==> src/rtl/tdm_pkg.sv <==
package tdm_pkg;
   localparam int TDM_NCH    = 2;
   localparam int CODE_W     = 3;
   localparam int CFG_LSB    = 2;
   localparam int MAX_SHIFT  = 5;
   localparam int VAL_W      = 8;
   localparam int SLOT_IDX_W = 8;
   localparam int ADDR_W     = 3;

   localparam logic [ADDR_W-1:0] RA_CFG  = 3'd0;
   localparam logic [ADDR_W-1:0] RA_LIM0 = 3'd1;
   localparam logic [ADDR_W-1:0] RA_ONT0 = 3'd3;
   localparam logic [ADDR_W-1:0] RA_MASK = 3'd5;
   localparam logic [ADDR_W-1:0] RA_STAT = 3'd6;

   typedef logic [VAL_W-1:0]  val_t;
   typedef logic [CODE_W-1:0] wcode_t;

   function automatic int unsigned code_shift(wcode_t c);
      return (int'(c) > MAX_SHIFT) ? MAX_SHIFT : int'(c);
   endfunction
endpackage

==> src/rtl/tdm_slot_timer.sv <==
module tdm_slot_timer
   import tdm_pkg::*;
#(
   parameter int SLOT_TICKS_MIN = 1
) (
   input  logic   clk,
   input  logic   rst_n,
   input  logic   tick,
   input  logic   restart,
   input  wcode_t code,
   output logic   slot_end,
   output logic   win_end
);
   localparam int MAXLEN = SLOT_TICKS_MIN << MAX_SHIFT;
   localparam int TCW    = (MAXLEN > 2) ? $clog2(MAXLEN) : 1;

   logic [TCW-1:0]        tc_q;
   logic [TCW-1:0]        len_m1;
   logic [SLOT_IDX_W-1:0] si_q;

   always_comb len_m1 = TCW'((SLOT_TICKS_MIN << code_shift(code)) - 1);

   assign slot_end = tick && (tc_q == len_m1);
   assign win_end  = slot_end && (si_q == {SLOT_IDX_W{1'b1}});

   always_ff @(posedge clk or negedge rst_n) begin
      if (!rst_n) begin
         tc_q <= '0;
         si_q <= '0;
      end else if (restart) begin
         tc_q <= '0;
         si_q <= '0;
      end else if (tick) begin
         if (tc_q == len_m1) begin
            tc_q <= '0;
            si_q <= si_q + 1'b1;
         end else begin
            tc_q <= tc_q + 1'b1;
         end
      end
   end
endmodule

==> src/rtl/tdm_channel_acc.sv <==
module tdm_channel_acc
   import tdm_pkg::*;
(
   input  logic clk,
   input  logic rst_n,
   input  logic evt_n,
   input  logic restart,
   input  logic slot_end,
   input  logic win_end,
   input  val_t limit,
   output val_t cnt_q,
   output val_t ont_q,
   output logic over,
   output logic fall
);
   logic prev_q;
   val_t nxt;

   always_comb begin
      if (!evt_n && (cnt_q != {VAL_W{1'b1}})) nxt = cnt_q + 1'b1;
      else                                    nxt = cnt_q;
   end

   assign over = (cnt_q > limit);
   assign fall = prev_q & ~evt_n;

   always_ff @(posedge clk or negedge rst_n) begin
      if (!rst_n) begin
         cnt_q  <= '0;
         ont_q  <= '0;
         prev_q <= 1'b1;
      end else begin
         prev_q <= evt_n;
         if (restart) begin
            cnt_q <= '0;
         end else if (slot_end) begin
            if (win_end) begin
               ont_q <= nxt;
               cnt_q <= '0;
            end else begin
               cnt_q <= nxt;
            end
         end
      end
   end
endmodule

==> src/rtl/tdm_regs.sv <==
module tdm_regs
   import tdm_pkg::*;
#(
   parameter int NCH = TDM_NCH
) (
   input  logic                       clk,
   input  logic                       rst_n,
   input  logic                       wr_en,
   input  logic                       rd_en,
   input  logic [ADDR_W-1:0]          addr,
   input  val_t                       wdata,
   input  logic [NCH-1:0][VAL_W-1:0]  ontime,
   input  logic [NCH-1:0]             over,
   input  logic [NCH-1:0]             fall,
   output logic [NCH-1:0][CODE_W-1:0] code_q,
   output logic [NCH-1:0][VAL_W-1:0]  limit_q,
   output logic [NCH-1:0]             restart,
   output logic [NCH-1:0]             ev_q,
   output logic [NCH-1:0]             pct_q,
   output logic [NCH-1:0]             mask_q,
   output val_t                       rdata,
   output logic                       alert
);
   logic wr_cfg;
   logic clr;

   assign wr_cfg = wr_en && (addr == RA_CFG);
   assign clr    = rd_en && (addr == RA_STAT);

   for (genvar c = 0; c < NCH; c++) begin : g_ch
      localparam logic [ADDR_W-1:0] MY_LIM = RA_LIM0 + ADDR_W'(c);
      wcode_t new_code;
      assign new_code   = wdata[CFG_LSB + CODE_W*c +: CODE_W];
      assign restart[c] = wr_cfg && (new_code != code_q[c]);

      always_ff @(posedge clk or negedge rst_n) begin
         if (!rst_n) begin
            code_q[c]  <= '0;
            limit_q[c] <= {VAL_W{1'b1}};
         end else if (wr_en) begin
            if (addr == RA_CFG) code_q[c]  <= new_code;
            if (addr == MY_LIM) limit_q[c] <= wdata;
         end
      end
   end

   always_ff @(posedge clk or negedge rst_n) begin
      if (!rst_n) begin
         mask_q <= '0;
         ev_q   <= '0;
         pct_q  <= '0;
      end else begin
         if (wr_en && (addr == RA_MASK)) mask_q <= wdata[NCH-1:0];
         ev_q  <= (clr ? '0 : ev_q)  | fall;
         pct_q <= (clr ? '0 : pct_q) | over;
      end
   end

   always_comb begin
      rdata = '0;
      if (addr == RA_CFG) begin
         for (int c = 0; c < NCH; c++) rdata[CFG_LSB + CODE_W*c +: CODE_W] = code_q[c];
      end
      if (addr == RA_MASK) rdata = VAL_W'(mask_q);
      if (addr == RA_STAT) rdata = VAL_W'({pct_q, ev_q});
      for (int c = 0; c < NCH; c++) begin
         if (addr == RA_LIM0 + ADDR_W'(c)) rdata = limit_q[c];
         if (addr == RA_ONT0 + ADDR_W'(c)) rdata = ontime[c];
      end
   end

   assign alert = |(pct_q & ~mask_q);
endmodule

==> src/rtl/thermal_duty_monitor.sv <==
module thermal_duty_monitor
   import tdm_pkg::*;
#(
   parameter int SLOT_TICKS_MIN = 1
) (
   input  logic                   clk,
   input  logic                   rst_n,
   input  logic                   tick,
   input  logic [TDM_NCH-1:0]     evt_n,
   input  logic                   wr_en,
   input  logic                   rd_en,
   input  logic [ADDR_W-1:0]      addr,
   input  logic [VAL_W-1:0]       wdata,
   output logic [VAL_W-1:0]       rdata,
   output logic                   alert
);
   localparam int NCH = TDM_NCH;

   if (SLOT_TICKS_MIN < 1) begin : g_bad_ticks
      $error("SLOT_TICKS_MIN must be at least 1");
   end
   if (CFG_LSB + NCH*CODE_W > VAL_W) begin : g_bad_cfg
      $error("window code fields do not fit the configuration byte");
   end
   if (2*NCH + 1 > 7) begin : g_bad_map
      $error("channel registers overflow the address map");
   end

   logic [NCH-1:0][CODE_W-1:0] code_w;
   logic [NCH-1:0][VAL_W-1:0]  lim_w;
   logic [NCH-1:0][VAL_W-1:0]  cnt_w;
   logic [NCH-1:0][VAL_W-1:0]  ont_w;
   logic [NCH-1:0]             over_w;
   logic [NCH-1:0]             fall_w;
   logic [NCH-1:0]             restart_w;
   logic [NCH-1:0]             slot_end_w;
   logic [NCH-1:0]             win_end_w;
   logic [NCH-1:0]             ev_w;
   logic [NCH-1:0]             pct_w;
   logic [NCH-1:0]             mask_w;

   for (genvar c = 0; c < NCH; c++) begin : g_chan
      tdm_slot_timer #(.SLOT_TICKS_MIN(SLOT_TICKS_MIN)) u_timer (
         .clk      (clk),
         .rst_n    (rst_n),
         .tick     (tick),
         .restart  (restart_w[c]),
         .code     (code_w[c]),
         .slot_end (slot_end_w[c]),
         .win_end  (win_end_w[c])
      );

      tdm_channel_acc u_acc (
         .clk      (clk),
         .rst_n    (rst_n),
         .evt_n    (evt_n[c]),
         .restart  (restart_w[c]),
         .slot_end (slot_end_w[c]),
         .win_end  (win_end_w[c]),
         .limit    (lim_w[c]),
         .cnt_q    (cnt_w[c]),
         .ont_q    (ont_w[c]),
         .over     (over_w[c]),
         .fall     (fall_w[c])
      );
   end

   tdm_regs #(.NCH(NCH)) u_regs (
      .clk     (clk),
      .rst_n   (rst_n),
      .wr_en   (wr_en),
      .rd_en   (rd_en),
      .addr    (addr),
      .wdata   (wdata),
      .ontime  (ont_w),
      .over    (over_w),
      .fall    (fall_w),
      .code_q  (code_w),
      .limit_q (lim_w),
      .restart (restart_w),
      .ev_q    (ev_w),
      .pct_q   (pct_w),
      .mask_q  (mask_w),
      .rdata   (rdata),
      .alert   (alert)
   );
endmodule

==> config.mk <==
export PLATFORM = sky130hd
export DESIGN_NAME = thermal_duty_monitor
export DESIGN_NICKNAME = d
export VERILOG_FILES = /design/src/rtl/tdm_pkg.sv /design/src/rtl/tdm_slot_timer.sv /design/src/rtl/tdm_channel_acc.sv /design/src/rtl/tdm_regs.sv /design/src/rtl/thermal_duty_monitor.sv
export SDC_FILE = /design/constraint.sdc
export NUM_CORES = 1
export LEC_CHECK = 0
export BUFFER_PORTS_ARGS = -buffer_cell sky130_fd_sc_hd__buf_2
export CAP_MARGIN = 20
export CORE_MARGIN = 2
export CORE_UTILIZATION = 65
export CTS_CLUSTER_DIAMETER = 100
export DETAILED_ROUTE_END_ITERATION = 12
export PLACE_DENSITY = 0.94
export SYNTH_ARGS = -nofsm -noshare
export SYNTH_HDL_FRONTEND = slang
export SYNTH_SLANG_ARGS = --single-unit
==> constraint.sdc <==
create_clock -name clk -period 7.25 [get_ports clk]
set_input_delay 0 -clock clk [delete_from_list [all_inputs] [get_ports clk]]
set_output_delay 0 -clock clk [all_outputs]
set_load 0.01 [all_outputs]
Yosys cells after proc, flatten, opt, wreduce, memory -nomap -nowiden

Cells that the tools add are included.
W data, S select, Z words.

Memory bits (read-only): 0
Memories kept: 0
Output and inout bits: 9
Logic and storage cells: 114
Bits in latches: 0
Register bits after elaboration: 88
Bits in writable memories: 0

Multipliers: 0
Shift operators: 2
Muxes and demuxes: 31
Bitwise logic cells: 10
Add/subtract/negate cells: 8
Reduce and logical (&&, ||, !) cells: 28
Divide/modulo/power cells: 0
Magnitude comparators: 4
Equality and inequality tests: 14

Operators with widths:

| kind                   | count |
|---|---|
| $mux W8                | 20 |
| $shl A1 B32 Y5 const A | 2 |
| $add A8 B1 Y8 const B  | 4 |
| $mux W5                | 6 |
| $eq A8 B8 Y1 const B   | 2 |
| $gt A8 B8 Y1           | 2 |
| $ne A8 B8 Y1 const B   | 2 |
| $reduce_bool A2 Y1     | 6 |
| $logic_and A1 B1 Y1    | 11 |
| $add A5 B1 Y5 const B  | 2 |
| $eq A5 B5 Y1           | 2 |
| $reduce_and A2 Y1      | 5 |
| $sub A5 B2 Y5 const B  | 2 |
| $eq A3 B3 Y1 const B   | 3 |
| $eq A3 B2 Y1 const B   | 2 |
| $gt A3 B3 Y1 const B   | 2 |
| $mux W3                | 2 |
| $mux W6                | 1 |
| $ne A3 B3 Y1           | 2 |
| $reduce_and A3 Y1      | 2 |
| $mux W2                | 2 |
| $not A1 Y1             | 4 |
| $or A2 B2 Y2           | 2 |
| $eq A3 B1 Y1 const B   | 1 |
| 6 further kinds        | 8 |

Longest topological paths before layout

Depth after elaboration: 10
Depth in mapped cells: 10
Gate-level depth less buffers: 8

Cells and area by module

A second synthesis with hierarchy kept.

Cells, all modules: 544
Area total of the unflattened synthesis: 5,434.0 sq um

By module, submodules not included:

| module          | instances | cells each | area each (sq um) |
|---|---|---|---|
| tdm_channel_acc | 2         | 116        | 1,094.8 |
| tdm_slot_timer  | 2         | 87         | 829.5 |
| tdm_regs        | 1         | 138        | 1,585.3 |

Least setup slack after synthesis

Ideal clock, no wire load.

Kind: register to register
Start: reg u_regs.code_q[4] (netlist name)
End: reg g_chan[1].u_acc.ont_q[1]
Library setup time: 128 ps
Stages on the path, launching flop included: 9
Arrival time: 2,600 ps
Buffers on the path: 1
Slack: 4,522 ps
Required time: 7,122 ps
Cells stage by stage: dfrtp_1 -> buf_6 -> or3b_2 -> ha_1 -> xnor2_1 -> a311oi_4 -> nand4_4 -> nor3_4 -> mux2_1

Cells in the longest elaborated chain, start to end: 8
Elaborated cells on any way between the ends: 11
Those cells by class: add/sub (1); order compare (1); eq/ne (2); shift (1); mux (1); bitwise (1); reduce/logical (4)

Ends and longest elaborated chain:

| what                            | RTL line              | text |
|---|---|---|
| start, declared                 | tdm_regs.sv:15        | `output logic [NCH-1:0][CODE_W-1:0] code_q,` |
| start signal, assigned by index | tdm_regs.sv:41        | `if (addr == RA_CFG) code_q[c] <= new_code;` |
| $gt A3 B3 Y1                    | tdm_pkg.sv:20         | `return (int'(c) > MAX_SHIFT) ? MAX_SHIFT : int'(c);` |
| $mux W3                         | tdm_pkg.sv:20         |  |
| $shl A1 B32 Y5                  | tdm_slot_timer.sv:21  | `always_comb len_m1 = TCW'((SLOT_TICKS_MIN << code_shift(code)) - 1);` |
| $sub A5 B2 Y5                   | tdm_slot_timer.sv:21  |  |
| $eq A5 B5 Y1                    | tdm_slot_timer.sv:23  | `assign slot_end = tick && (tc_q == len_m1);` |
| $logic_and A1 B1 Y1             | tdm_slot_timer.sv:23  |  |
| $logic_and A1 B1 Y1             | tdm_slot_timer.sv:24  | `assign win_end = slot_end && (si_q == {SLOT_IDX_W{1'b1}});` |
| $reduce_and A3 Y1 (no line) (*) | --                    |  |
| end signal, assigned            | tdm_channel_acc.sv:38 | `ont_q <= nxt;` |
| end, declared                   | tdm_channel_acc.sv:12 | `output val_t ont_q,` |

Mark *: on every way between the ends. The rest lies on a longest branch, timed or not.
A chain may end at the register's enable or synchronous reset.

Final worst setup path

Start: reg u_regs.code_q[3] (netlist name)
End: reg g_chan[1].u_acc.ont_q[4]

Same word-level chain as after synthesis.

==> impl_metrics.ini <==
[run_status]
status = complete, but fails checks
violations = negative hold slack

[synthesis]
synth_top_area_share_pct = 31.67
synth_seq_area_share_pct = 40.23
syn_nets = 632
syn_inst = 590
synth_area_sq_um = 5530
synth_cell_types = 72
yosys.area.top_type = dfrtp_1
synth_warnings = 0
synth_top_flop_cell = dfrtp_1
postSynth.asyncResetShare_pct = 100.0
ys_ff_latch = 88
synth.area.top_cells = dfrtp_1 (32%), dfstp_2 (8.6%), ha_1 (5.4%), o21ai_0 (3.4%), nand2_1 (3.3%)
avgSynthCellArea_sq_um = 9.373
synth_edf_count = 0

[placement]
port_buffers = 26
hpwlAfterDp_mm = 9.722
place_congestion = 0.9207
place_area_sq_um = 5683

[cts]
cts_resized = 0
cts-htree-levels = 3
cts_made_buffers = 9
clock_latency_ns = 0.37
cts_max_path_buffers = 2
root_buffer = clkbuf_8
clkSlewWorstSetupHoldPaths_ns = 0.10
cts_tree = done
cts_sinks = 88

[final_layout]
layout-drive-gt1-share_pct = 14.50
fillerInstances = 552
num_antenna_cells = 0
regArea_sq_um = 2225
multi_input_area_sq_um = 3037
area_delta_synth_final_pct = 8.869
final_area_sq_um = 6021
final_util_pct = 73.28
final_nets = 651
layout_common_cells = dfrtp_1 (70), nand2_1 (48), o21ai_0 (38)
layout_commonest_cell = dfrtp_1

[route]
dr_wl_met3_um = 950
wl_met1_mm = 5.798
vias = 4891
drt_wl_total_mm = 14.22
drtIter0Drc = 534
top_layer = met4
vias_per_cell = 6.803
dr_wl_met2_mm = 7.048
drt-pass1-iter-count = 5
wl_per_cell_um = 19.78
drc_errors = 0
ant_nets = 0

[sta]
relSlewSlack_pct = 40.21
finalSetupViolCount = 0
finClkSkew_ns = 0.01202
finalCritPeriodShare_pct = 43.27
setup_tns_ns = 0
fmax_mhz = 318.8
fin_crit_ns = 3.137
tightest_slew_ns = 0.8845
finalHoldViolCount = 1
slew_violations = 0
whs_ns = -0.0005292
grt_setup_unrepaired = false

[worst_setup_path]
crit_path_max_fanout = 20
critPathLaunchType = flop
r2r_cells = 7
setup.worst_path.class = flop to flop
arrival_ns = 3.40
endpoint_kind = flop
worst_ep_required_time_ns = 7.51

[min_path]
hold_class = input port to asynchronous set/reset pin

[global_route]
grt_max_degree = 89
grt_pass1_wl_mm = 23.43
gr-total-overflow = 0
grt_pass1_vias = 4681
grtUsageTotal_pct = 32.80
antenna_found_initial = 0

[pwr]
total_leakage_power_nw = 2.567
ir_drop_uv = 163.7
powerDensity_nw_per_um2 = 250.2

[run]
max-cap-violations = 0

[floorplan]
die-area_sq_um = 9262
rows = 33
die_w_um = 96.24
die_h_um = 96.24
io_pins = 27
core_sq_um = 8217
start_util_pct = 67.31
==> routing by layer <==
layer  global-route usage (%)  up-vias
met5                        0        -
met4                    11.07        0
met3                    8.301       54
met2                    54.28      233
met1                    41.91     2389
li1                         -     2215
==> flip-flops by register name (all words and copies together) (netlist names) <==
signal and cells:
g_chan.u_acc.cnt_q 16, g_chan.u_acc.ont_q 16, g_chan.u_timer.si_q 16, u_regs.limit_q 16
g_chan.u_timer.tc_q 10, u_regs.code_q 6, g_chan.u_acc.prev_q 2, u_regs.ev_q 2
u_regs.mask_q 2, u_regs.pct_q 2
==> layout make-up <==
type / instances / area share (%)
multi-input cells: 432 / 50.44
flip-flops and latches: 88 / 36.95
repair buffers: 42 / 4.946
inverters: 36 / 2.244
well taps: 105 / 2.182
clock buffers: 10 / 2.120
clock inverters: 6 / 1.122
==> what timing repair did <==
item	in CTS	in global routing
endpoints found under the hold margin	98	0
setup buffers	0	0
hold buffers	11	0
==> Yosys cell counts, drive strengths merged (16+ instances only) <==
master  count
dfrtp      70
mux2       20
ha         24
nand3      27
o21ai      44
clkbuf     26
dfstp      18
xnor2      16
a21oi      30
nand2      48
nor2       24
inv        36
==> final timing paths <==
check                                 start                  endpoint  slack (ns)
setup / recovery           u_regs.code_q[3]  g_chan[1].u_acc.ont_q[4]        4.11
hold / removal                        rst_n            u_regs.ev_q[1]     -0.0005
setup reg to reg           u_regs.code_q[3]  g_chan[1].u_acc.ont_q[4]        4.11
hold reg to reg              u_regs.ev_q[0]            u_regs.ev_q[0]        0.50
max in group asynchronous             rst_n        u_regs.limit_q[11]        6.59
min in group clk                      wr_en          u_regs.mask_q[0]        0.08
==> stage by stage <==
step	total power, mW	hold slack [ns]	setup slack, ns	instances
CTS	1.493	0.05636	4.108	717
finish	1.507	-0.0005292	4.113	719
global placement	1.103	0.1423	4.236	690
global route	1.588	0.02573	3.969	719
floorplan	1.014	-0.2956	4.522	590
detailed placement	1.138	0.1458	4.128	690
==> worst max-delay path, stage by stage (launching register included) <==
cell      delay [ns]
dfrtp_1         0.50
or3b_2          0.48
ha_1            0.30
xnor2_1         0.16
a311oi_4        0.37
nand4_4         0.31
nor3_4          0.53
mux2_1          0.39
==> cells by family (layout without fill, tap and decap cells) <==
logic type,count (synthesis),count (layout),synth area share (%)
XOR/XNOR,28,28,4.570
multiplexers,32,32,6.471
adder cells (fa/ha/maj),24,24,5.430
buffers and inverters,70,94,5.113
flip-flops,88,88,40.23
AND/OR/NAND/NOR,189,189,19.37
AO/OA/AOI/OAI,159,159,18.82
==> power by group <==
group | switching, mW | leakage [nW] | internal [mW]
combinational | 0.273 | 1.38 | 0.201
clock | 0.191 | 0.0929 | 0.161
sequential | 0.0997 | 1.09 | 0.581
(Power assumes the default switching activity.)
